--- config.mk ---
export PLATFORM = sky130hd
export DESIGN_NAME = tmr_grp_top
export DESIGN_NICKNAME = d
export VERILOG_FILES = /design/src/rtl/tmr_grp_pkg.sv /design/src/rtl/tmr_grp_prescale.sv /design/src/rtl/tmr_grp_link.sv /design/src/rtl/tmr_grp_chan.sv /design/src/rtl/tmr_grp_top.sv
export SDC_FILE = /design/constraint.sdc
export NUM_CORES = 1
export LEC_CHECK = 0
export BUFFER_PORTS_ARGS = -buffer_cell sky130_fd_sc_hd__buf_2
export CORE_ASPECT_RATIO = 2
export CORE_MARGIN = 4
export CORE_UTILIZATION = 50
export DETAILED_ROUTE_END_ITERATION = 12
export HOLD_SLACK_MARGIN = 0.1
export PLACE_DENSITY = 0.77
export SLEW_MARGIN = 5
export SYNTH_ARGS = -nofsm -noshare
export SYNTH_HDL_FRONTEND = slang
export SYNTH_HIERARCHICAL = 1
export SYNTH_SLANG_ARGS = --single-unit
--- constraint.sdc ---
create_clock -name clk -period 4.15 [get_ports clk]
set_clock_uncertainty 0.2 [all_clocks]
set_input_delay 0.415 -clock clk [delete_from_list [all_inputs] [get_ports clk]]
set_output_delay 0.415 -clock clk [all_outputs]
set_load 0.03 [all_outputs]
--- src/rtl/tmr_grp_pkg.sv ---
// Shared constants for the timer group: default sizes and the
// register slot codes inside one timer's address window.
package tmr_grp_pkg;
    localparam int unsigned TMR_NUM_DEF  = 4;
    localparam int unsigned TMR_CNT_W    = 32;
    localparam int unsigned TMR_ADDR_W   = 9;
    localparam int unsigned TMR_PSC_SEL_W = 2;
    localparam int unsigned TMR_PSC_BASE_LG = 3;

    typedef enum logic [1:0] {
        SLOT_LIVE   = 2'd0,
        SLOT_RELOAD = 2'd1
    } tmr_slot_e;
endpackage

--- src/rtl/tmr_grp_prescale.sv ---
// Shared tick generator. A free-running counter is masked by the
// selected ratio (2**(BASE_LG+sel)); tick is high for one cycle when
// the masked bits are all ones. Assumes the ratio is at least 2 so
// ticks are never adjacent.
module tmr_grp_prescale #(
    parameter int unsigned SEL_W   = 2,
    parameter int unsigned BASE_LG = 3
) (
    input  logic             clk,
    input  logic             rst_n,
    input  logic [SEL_W-1:0] div_sel,
    output logic             tick
);
    localparam int unsigned CW = BASE_LG + (1 << SEL_W) - 1;

    logic [CW-1:0] cnt_q;
    logic [CW-1:0] lim;

    // Free-running phase counter, cleared by reset.
    always_ff @(posedge clk) begin
        if (!rst_n) cnt_q <= '0;
        else        cnt_q <= cnt_q + 1'b1;
    end

    // Low-bit mask for the selected ratio and the tick decision.
    always_comb begin
        lim  = ~({CW{1'b1}} << (BASE_LG + int'(div_sel)));
        tick = ((cnt_q & lim) == lim);
    end
endmodule

--- src/rtl/tmr_grp_link.sv ---
// Resolves the join bits into effective pairs (a join is dropped when
// the join below it is active) and derives each timer's role and run
// state from the halt bits. Pure combinational logic.
module tmr_grp_link #(
    parameter int unsigned NUM_TMR = 4
) (
    input  logic [NUM_TMR-2:0] join_req,
    input  logic [NUM_TMR-1:0] halt,
    output logic [NUM_TMR-1:0] is_lo,
    output logic [NUM_TMR-1:0] is_hi,
    output logic [NUM_TMR-1:0] run
);
    localparam int unsigned NPAIR = NUM_TMR - 1;

    logic [NPAIR-1:0] eff;

    for (genvar p = 0; p < NPAIR; p++) begin : g_pair
        if (p == 0) begin : g_first
            assign eff[p] = join_req[p];
        end else begin : g_rest
            assign eff[p] = join_req[p] & ~eff[p-1];
        end
    end

    for (genvar i = 0; i < NUM_TMR; i++) begin : g_role
        if (i < NPAIR) begin : g_can_lo
            assign is_lo[i] = eff[i];
            assign run[i]   = eff[i] ? ~halt[i+1] : ~halt[i];
        end else begin : g_no_lo
            assign is_lo[i] = 1'b0;
            assign run[i]   = ~halt[i];
        end
        if (i > 0) begin : g_can_hi
            assign is_hi[i] = eff[i-1];
        end else begin : g_no_hi
            assign is_hi[i] = 1'b0;
        end
    end
endmodule

--- src/rtl/tmr_grp_chan.sv ---
// One countdown channel. Holds the live count, the reload register
// (bit CNT_W-1 = halt) and the registered expiry pulse. Role inputs say
// whether it is single, the lower or the upper half of a pair; mate_*
// describe the partner's live count. Assumes role, run and mate inputs
// are stable combinational functions of register state.
module tmr_grp_chan #(
    parameter int unsigned CNT_W = 32
) (
    input  logic             clk,
    input  logic             rst_n,
    input  logic             tick,
    input  logic             run,
    input  logic             is_lo,
    input  logic             is_hi,
    input  logic             rovr,
    input  logic             mate_zero,
    input  logic             mate_one,
    input  logic             wr_live,
    input  logic             wr_reload,
    input  logic [CNT_W-1:0] wdata,
    output logic [CNT_W-1:0] live,
    output logic [CNT_W-1:0] reload,
    output logic             irq
);
    localparam logic [CNT_W-1:0] ALL_ONES = '1;
    localparam logic [CNT_W-1:0] HALT_VAL = {1'b1, {(CNT_W-1){1'b0}}};

    logic             at_zero;
    logic             at_one;
    logic [CNT_W-1:0] reload_cnt;
    logic [CNT_W-1:0] load_val;
    logic [CNT_W-1:0] next_cnt;
    logic             fire;

    // Count value taken from the reload register, by role.
    always_comb begin
        at_zero    = (live == '0);
        at_one     = (live == CNT_W'(1));
        reload_cnt = is_lo ? reload : {1'b0, reload[CNT_W-2:0]};
        load_val   = is_lo ? wdata  : {1'b0, wdata[CNT_W-2:0]};
    end

    // Next count on a tick and whether this tick expires the channel.
    always_comb begin
        next_cnt = live;
        fire     = 1'b0;
        if (is_hi) begin
            if (mate_zero) next_cnt = at_zero ? reload_cnt : live - 1'b1;
            fire = mate_one & at_zero;
        end else if (is_lo) begin
            if (at_zero) next_cnt = (mate_zero | ~rovr) ? reload_cnt : ALL_ONES;
            else         next_cnt = live - 1'b1;
        end else begin
            next_cnt = at_zero ? reload_cnt : live - 1'b1;
            fire     = at_one;
        end
    end

    // Register update: software writes first, then the countdown.
    always_ff @(posedge clk) begin
        if (!rst_n) begin
            live   <= '0;
            reload <= HALT_VAL;
            irq    <= 1'b0;
        end else begin
            irq <= tick & run & fire & ~wr_live;
            if (wr_reload) reload <= wdata;
            if (wr_live)                  live <= wdata;
            else if (wr_reload && !run)   live <= load_val;
            else if (tick && run)         live <= next_cnt;
        end
    end
endmodule

--- src/rtl/tmr_grp_top.sv ---
// Timer group top: register decode and read mux, the group control
// register, the prescaler, the join resolver and one channel per timer.
// Reads are combinational; writes take effect on the clock edge.
module tmr_grp_top
    import tmr_grp_pkg::*;
#(
    parameter int unsigned NUM_TMR = TMR_NUM_DEF,
    parameter int unsigned CNT_W   = TMR_CNT_W,
    parameter int unsigned ADDR_W  = TMR_ADDR_W,
    parameter int unsigned PSC_W   = TMR_PSC_SEL_W
) (
    input  logic              clk,
    input  logic              rst_n,
    input  logic              reg_we,
    input  logic [ADDR_W-1:0] reg_addr,
    input  logic [CNT_W-1:0]  reg_wdata,
    output logic [CNT_W-1:0]  reg_rdata,
    output logic [NUM_TMR-1:0] irq
);
    localparam int unsigned NPAIR    = NUM_TMR - 1;
    localparam int unsigned SLOT_LSB = 4;
    localparam int unsigned IDX_LSB  = 6;
    localparam int unsigned IDX_W    = $clog2(NUM_TMR);
    localparam int unsigned WIN_MSB  = IDX_LSB + IDX_W;
    localparam int unsigned DIV_LSB  = 8;
    localparam int unsigned ROVR_LSB = 24;
    localparam logic [ADDR_W-1:0] CTRL_ADDR = ADDR_W'(1 << WIN_MSB);
    localparam logic [CNT_W-1:0] CTRL_MASK =
        CNT_W'(((1 << PSC_W) - 1) << DIV_LSB) |
        CNT_W'((1 << NPAIR) - 1) |
        CNT_W'(((1 << NPAIR) - 1) << ROVR_LSB);

    logic [CNT_W-1:0]              ctrl_q;
    logic                          tick;
    logic                          ctrl_hit;
    logic                          tmr_hit;
    logic [IDX_W-1:0]              idx;
    tmr_slot_e                     slot;
    logic [NUM_TMR-1:0]            wr_cur_v;
    logic [NUM_TMR-1:0]            wr_base_v;
    logic [NUM_TMR-1:0]            halt_v;
    logic [NUM_TMR-1:0]            is_lo_v;
    logic [NUM_TMR-1:0]            is_hi_v;
    logic [NUM_TMR-1:0]            run_v;
    logic [NUM_TMR-1:0]            cur_zero;
    logic [NUM_TMR-1:0]            cur_one;
    logic [NUM_TMR-1:0][CNT_W-1:0] cur_all;
    logic [NUM_TMR-1:0][CNT_W-1:0] base_all;

    // Address decode for the control register and the timer windows.
    always_comb begin
        ctrl_hit = (reg_addr == CTRL_ADDR);
        tmr_hit  = (reg_addr[ADDR_W-1:WIN_MSB] == '0) &&
                   (reg_addr[SLOT_LSB-1:0] == '0);
        idx      = reg_addr[WIN_MSB-1:IDX_LSB];
        slot     = tmr_slot_e'(reg_addr[IDX_LSB-1:SLOT_LSB]);
    end

    // Group control register; unimplemented bits are dropped on write.
    always_ff @(posedge clk) begin
        if (!rst_n)                 ctrl_q <= '0;
        else if (reg_we && ctrl_hit) ctrl_q <= reg_wdata & CTRL_MASK;
    end

    // Read mux over control, live counts and reload registers.
    always_comb begin
        reg_rdata = '0;
        if (ctrl_hit) begin
            reg_rdata = ctrl_q;
        end else if (tmr_hit) begin
            case (slot)
                SLOT_LIVE:   reg_rdata = cur_all[idx];
                SLOT_RELOAD: reg_rdata = base_all[idx];
                default:     reg_rdata = '0;
            endcase
        end
    end

    tmr_grp_prescale #(
        .SEL_W   (PSC_W),
        .BASE_LG (TMR_PSC_BASE_LG)
    ) u_psc (
        .clk     (clk),
        .rst_n   (rst_n),
        .div_sel (ctrl_q[DIV_LSB +: PSC_W]),
        .tick    (tick)
    );

    tmr_grp_link #(
        .NUM_TMR (NUM_TMR)
    ) u_link (
        .join_req (ctrl_q[NPAIR-1:0]),
        .halt     (halt_v),
        .is_lo    (is_lo_v),
        .is_hi    (is_hi_v),
        .run      (run_v)
    );

    for (genvar i = 0; i < NUM_TMR; i++) begin : g_ch
        logic lo_mz, hi_mz, hi_mo, rovr_i;

        assign wr_cur_v[i]  = reg_we & tmr_hit & (idx == IDX_W'(i)) & (slot == SLOT_LIVE);
        assign wr_base_v[i] = reg_we & tmr_hit & (idx == IDX_W'(i)) & (slot == SLOT_RELOAD);
        assign halt_v[i]    = base_all[i][CNT_W-1];
        assign cur_zero[i]  = (cur_all[i] == '0);
        assign cur_one[i]   = (cur_all[i] == CNT_W'(1));

        if (i < NPAIR) begin : g_up
            assign lo_mz  = cur_zero[i+1];
            assign rovr_i = ctrl_q[ROVR_LSB + i];
        end else begin : g_no_up
            assign lo_mz  = 1'b0;
            assign rovr_i = 1'b0;
        end
        if (i > 0) begin : g_dn
            assign hi_mz = cur_zero[i-1];
            assign hi_mo = cur_one[i-1];
        end else begin : g_no_dn
            assign hi_mz = 1'b0;
            assign hi_mo = 1'b0;
        end

        tmr_grp_chan #(
            .CNT_W (CNT_W)
        ) u_chan (
            .clk       (clk),
            .rst_n     (rst_n),
            .tick      (tick),
            .run       (run_v[i]),
            .is_lo     (is_lo_v[i]),
            .is_hi     (is_hi_v[i]),
            .rovr      (rovr_i),
            .mate_zero (is_lo_v[i] ? lo_mz : hi_mz),
            .mate_one  (hi_mo),
            .wr_live   (wr_cur_v[i]),
            .wr_reload (wr_base_v[i]),
            .wdata     (reg_wdata),
            .live      (cur_all[i]),
            .reload    (base_all[i]),
            .irq       (irq[i])
        );
    end
endmodule

Word level (Yosys, flattened, before mapping)
Cells that the tools add are included.

Bits in registers: 274. Input port bits: 44. Word-level logic and storage cells: 167.

$add $sub $neg: 6. Magnitude comparators: 1. Eq/ne operators: 13. Shift operators: 1. Muxes and demuxes: 56. Bitwise gates (word level): 49. Reductions and logical operators: 27.

Operator list (number): 32-bit two-way mux (41); 32-bit binary-select mux with 2-bit select (2); 32-bit by 1-bit equality test with 1-bit output, second input constant (4); 32-bit logical NOT (4); 32-bit by 1-bit subtractor with 32-bit output, second input constant (4); 32-bit case mux with 2 select lines (1); 6-bit by 32-bit left shift with 6-bit output, first input constant (1); 1-bit bitwise AND (30); 1-bit inverter (14); 1-bit two-way mux (12); 3-bit nonzero test (4); 1-bit logical AND (10); 9-bit equality test, second input constant (1); 4-bit by 1-bit inequality test with 1-bit output, second input constant (2); 6-bit by 1-bit adder with 6-bit output, second input constant (1); 6-bit bitwise AND (1); 6-bit equality test (1); 6-bit inverter (1); 2-bit AND reduction (3); 2-bit by 1-bit equality test with 1-bit output, second input constant (2); 2-bit equality test, second input constant (2); 2-bit logical NOT (2); 4-bit logical NOT (1); 4-bit by 2-bit inequality test with 1-bit output, second input constant (1); other kinds (4) (8).

Depth between registers and ports, before layout
Depth after elaboration: 13. Mapped depth: 14. Depth with buffers taken out: 12.

By module
Netlist, hierarchy kept.

Modules (own cells, without submodules): tmr_grp_chan (g_ch[0].u_chan ...) (times used 2, cells an instance 404, area an instance 3490.8 sq um, sequential area each 1301.2 sq um); tmr_grp_chan (g_ch[2].u_chan ...) (times used 2, cells an instance 390, area an instance 3382.0 sq um, sequential area each 1301.2 sq um); tmr_grp_top (times used 1, cells an instance 270, area an instance 2776.4 sq um, sequential area each 160.2 sq um); tmr_grp_prescale (times used 1, cells an instance 27, area an instance 260.2 sq um, sequential area each 120.1 sq um); tmr_grp_link (times used 1, cells an instance 14, area an instance 108.9 sq um, sequential area each 0.0 sq um).

Least setup slack after synthesis
No wires, ideal clock.

Kind: input-to-reg. Start point: input port reg_addr[5]. End point: register g_ch[3].u_chan.live[15]. Setup time: 79 ps. Arrival: 3058 ps. Data required time: 3871 ps. Setup slack: 813 ps. Cell stages on the path: 10. Path buffers: 3. Cell sequence: or4_4 -> or3_1 -> buf_2 -> or3_4 -> nor2_1 -> or2_2 -> clkbuf_1 -> clkbuf_1 -> a22oi_1 -> o22ai_1.

RTL lines: start: declaration (line tmr_grp_top.sv:15) `input logic [ADDR_W-1:0] reg_addr,`; 2-bit logical NOT (*) (line tmr_grp_top.sv:102) `assign wr_cur_v[i] = reg_we & tmr_hit & (idx == IDX_W'(i)) & (slot == SLOT_LIVE);`; 1-bit bitwise AND (*) (line tmr_grp_top.sv:102); via wr_cur_v[3] (line tmr_grp_top.sv:39) `logic [NUM_TMR-1:0] wr_cur_v;`; 4-bit by 2-bit inequality test with 1-bit output (no source line) / 3-bit nonzero test (equally long branches); 2-bit AND reduction (no source line); end signal: assignment (line tmr_grp_chan.sv:68) `if (wr_live) live <= wdata;`; end signal: assignment (line tmr_grp_chan.sv:69) `else if (wr_reload && !run) live <= load_val;`; end signal: assignment (line tmr_grp_chan.sv:70) `else if (tick && run) live <= next_cnt;`; end: declaration (line tmr_grp_chan.sv:21) `output logic [CNT_W-1:0] live,`.

Mark *: on every way through the listed nets, which the timed path passes. The rest lies on a longest branch. A chain may end at the register's enable or synchronous reset.

Final worst setup path
Start point: register g_ch[0].u_chan.live[18]. End point: register g_ch[1].u_chan.live[6].

Longest elaborated chain between the ends: 10.

RTL lines: start: declaration (line tmr_grp_chan.sv:21); start signal: assignment (line tmr_grp_chan.sv:68); start signal: assignment (line tmr_grp_chan.sv:69); start signal: assignment (line tmr_grp_chan.sv:70); 32-bit logical NOT (*) (line tmr_grp_top.sv:105) `assign cur_zero[i] = (cur_all[i] == '0);`; 1-bit two-way mux (*) (line tmr_grp_top.sv:133) `.mate_zero (is_lo_v[i] ? lo_mz : hi_mz),`; 1-bit bitwise OR (line tmr_grp_chan.sv:51) `if (at_zero) next_cnt = (mate_zero | ~rovr) ? reload_cnt : ALL_ONES;`; 32-bit two-way mux (2 in series) (line tmr_grp_chan.sv:51); 32-bit two-way mux (line tmr_grp_chan.sv:50) `end else if (is_lo) begin`; 32-bit two-way mux (line tmr_grp_chan.sv:47) `if (is_hi) begin`; 32-bit two-way mux (line tmr_grp_chan.sv:70); 32-bit two-way mux (line tmr_grp_chan.sv:69); 32-bit two-way mux (line tmr_grp_chan.sv:68); end signal: assignment (line tmr_grp_chan.sv:68); end signal: assignment (line tmr_grp_chan.sv:69); end signal: assignment (line tmr_grp_chan.sv:70); end: declaration (line tmr_grp_chan.sv:21).

Every way passes the cells marked *; elsewhere a longest branch is shown, timed or not. The select of a mux whose other input is x is not followed.

==> flow_summary.ini <==
[grt]
top_usage_layer = met2
grt_antenna_before_repair = 1
track_usage = 0.363
grtUsageMet3 = 0.0491
grt_overflow = 0
grt_max_degree = 60
use_met1 = 0.426
grt_use_met2 = 0.593
grt_pass1_wl_um = 102000
grt_pass1_vias = 16800

[setup_path]
critPathMostFrequentCell = nor2_1
end_kind = flip-flop
path_class = flip-flop to flip-flop
cp_cell_sequence = nor4_1 > nand4_1 > nor2_1 > a22o_1 > nor4bb_4 > or4_1 > buf_4 > nor2_1 > o32ai_1
worst_ep_arrival_time_ns = 4.12
start_kind = flip-flop
crit_required_ns = 4.41
cp_num_buf_inv = 1
critPathTopFamily = simple AND/OR/NAND/NOR gates
crit_path_max_fanout = 17
crit_slowest_cell = nor4bb_4
cpPeakStageDelay_ns = 1.08

[floorplan]
core_area_sq_mm = 0.0335
start_util = 0.504
die_area_sq_mm = 0.0370
io_pins = 80
dieHeight_um = 268
core.rowCount = 95
die_w_um = 138

[power_and_ir_drop]
netSwitchingFraction = 0.247
p_int_mw = 4.34
p_comb_frac = 0.071
pwr-share-seq = 0.458
powerDensity_mw_per_mm2 = 302
p_clk_frac = 0.470
p_sw_mw = 1.42
p_leak_nw = 6.87
ir_worst_vdd_v = 0.000303

[synthesis]
synth_seq_cells = 274
synth_cell_types = 81
yosysWarnings = 6
yosysSeqAreaShare = 0.325
synthArstFlopShare = 0
synth_edf_count = 0
syn_inst = 1899
ys.flop_type = dfxtp_1
syn_avg_cell_area_sq_um = 8.89
syn_area_sq_mm = 0.0169

[clocking]
clk_latency_ns = 0.56
post_cts_resized = 0
cts.clk_slew.worst_paths_ns = 0.07
clock_sinks = 274
cts_tree = done
cts_max_path_buffers = 3
cts_root_buf = clkbuf_16
numCtsBuffers = 26
h-tree-depth = 1

[route]
final_antenna_net_count = 0
routed_wirelength_um = 68200
drc = 0
num_vias = 17400
dr.pass1.iters = 8
drt_iter0_markers = 2462
wl_per_cell_um = 28.2
viasPerCell = 7.18

[placement]
numPortBuffers = 79
hpwlAfterDp_um = 49800
dp_cells = 2344
place.gp.congestion = 1.02

[min_path]
hp-class = input port to flip-flop

[sta]
min_period_ns = 3.86
layout_worst_path_cycle_share = 0.930
setup_tns_ns = 0
worst_pin_slew_ns = 1.78
relSlewSlack = -0.202
drv_slew = 9
fmax_mhz = 259
rsz0062_at_grt = no
setup_violations = 0
final_hold_viol_count = 0

[layout]
num_antenna_cells = 0
nNetsFinal = 2015
synthToLayoutAreaGrowth_pct = 13.1
final_cells = 2417
drive_gt1_frac = 0.169

[outcome]
status = finished with violations
violations = max-slew violations

[run]
drv_cap = 0
==> logic make-up (layout without fill, tap and decap cells) <==
logic type / count (synthesis) / after routing / synth area share
flops: 274 / 274 / 0.325
mux: 228 / 228 / 0.183
buf+inv: 176 / 256 / 0.0436
fa+ha+maj: 9 / 9 / 0.00667
xor+xnor: 83 / 83 / 0.0430
simple gates: 692 / 692 / 0.218
compound gates: 435 / 435 / 0.181
other cells: 2 / 4 / 0.000445
==> worst register-to-register path: cells and delay by family (launching register included) <==
kind,cells,cell delay (ns)
AND/OR/NAND/NOR,6,2.21
flip-flops,1,0.58
buffers and inverters,1,0.29
AO/OA/AOI/OAI,2,0.49
==> metal layers <==
metal	wire (um)	vias to the layer above
met5	0	-
met4	6720	0
met3	6330	398
met2	32200	1252
met1	23000	8323
li1	-	7391
==> synthesized netlist by cell type (all sizes together), types with 8 or more instances <==
master	instances	area, sq um
a31oi	10	62.6
nor4	73	497
nor2b	13	81.3
nor3	99	538
nand2	72	270
o21ai	101	505
dfxtp	274	5490
a21oi	25	125
o22ai	42	263
or4	42	357
buf	47	251
mux4	64	1440
o311ai	8	70.1
a211oi	12	100
or3	26	188
and2	15	96.3
or2	14	87.6
clkbuf	100	375
nand3	41	210
o211ai	19	143
nand2b	14	95.1
xor2	45	394
o32ai	34	298
a22oi	114	866
inv	27	101
o221ai	10	87.6
nor2	231	870
xnor2	38	333
ha	9	113
mux2i	164	1640
nand4	19	119
o31ai	8	60.1
==> final cells by class <==
type | instances | area [sq um]
fill | 3017 | 14400
multi-input combinational | 1451 | 10800
sequential | 274 | 5490
timing repair buffer | 180 | 1220
clock buffer | 33 | 738
tap | 436 | 546
clock inverter | 14 | 211
inverter | 29 | 109
==> state kept, by name (all words and copies together) (netlist names) <==
| name | cells |
|---|---|
| ctrl_q | 8 |
| g_ch.u_chan/irq | 4 |
| g_ch.u_chan/live | 128 |
| g_ch.u_chan/reload | 128 |
| u_psc/cnt_q | 6 |
==> cells in the final DEF, fill, tap and decap left out, types with 31 or more instances in the layout <==
master	netlist	layout
a22oi_1	112	112
buf_2	15	78
buf_4	7	76
dfxtp_1	274	274
mux2i_1	164	164
mux4_2	64	64
nand2_1	72	72
nand3_1	40	40
nor2_1	230	225
nor3_1	93	92
nor4_1	68	64
o21ai_0	57	57
o21ai_1	44	44
o22ai_1	42	42
o32ai_1	34	34
or4_1	31	31
xnor2_1	38	38
xor2_1	45	45
==> repair_timing <==
| action | in CTS | in global routing |
|---|---|---|
| setup buffers | 0 | 0 |
| hold buffers | 26 | 0 |
| hold endpoints to repair | 85 | 0 |
==> final timing paths <==
kind	start	endpoint	slack, ns	cells after the start
worst max-delay path	g_ch[0].u_chan/live[18]$_SDFFE_PN0P_	g_ch[1].u_chan/live[6]$_SDFFE_PN0P_	0.29	9
worst min-delay path	reg_wdata[30]	g_ch[0].u_chan/reload[30]$_SDFFE_PN0P_	0.11	3
worst max register to register	g_ch[0].u_chan/live[18]$_SDFFE_PN0P_	g_ch[1].u_chan/live[6]$_SDFFE_PN0P_	0.29	9
worst min register to register	u_psc/cnt_q[5]$_SDFF_PN0_	u_psc/cnt_q[5]$_SDFF_PN0_	0.29	2
==> stage by stage <==
stage	setup slack, ns	utilization	power [mW]	hold slack [ns]	cell area, sq um
2_1_floorplan	0.813	-	2.92	0.236	16900
6_report	0.291	0.570	5.76	0.110	19100
5_1_grt	0.267	0.570	5.87	0.112	19100
4_1_cts	0.499	0.570	5.75	0.103	19100
3_3_place_gp	0.512	0.534	3.07	0.249	17900
3_5_place_dp	0.493	0.534	3.07	0.279	17900
==> power groups by stage <==
stage	logic [mW]	clock network [mW]	registers, mW
2_1_floorplan	0.219	0	2.70
3_3_place_gp	0.367	0	2.70
3_5_place_dp	0.372	0	2.70
4_1_cts	0.392	2.71	2.64
5_1_grt	0.424	2.81	2.64
6_report	0.410	2.71	2.64
No activity file was read; power rests on OpenSTA's default activity.
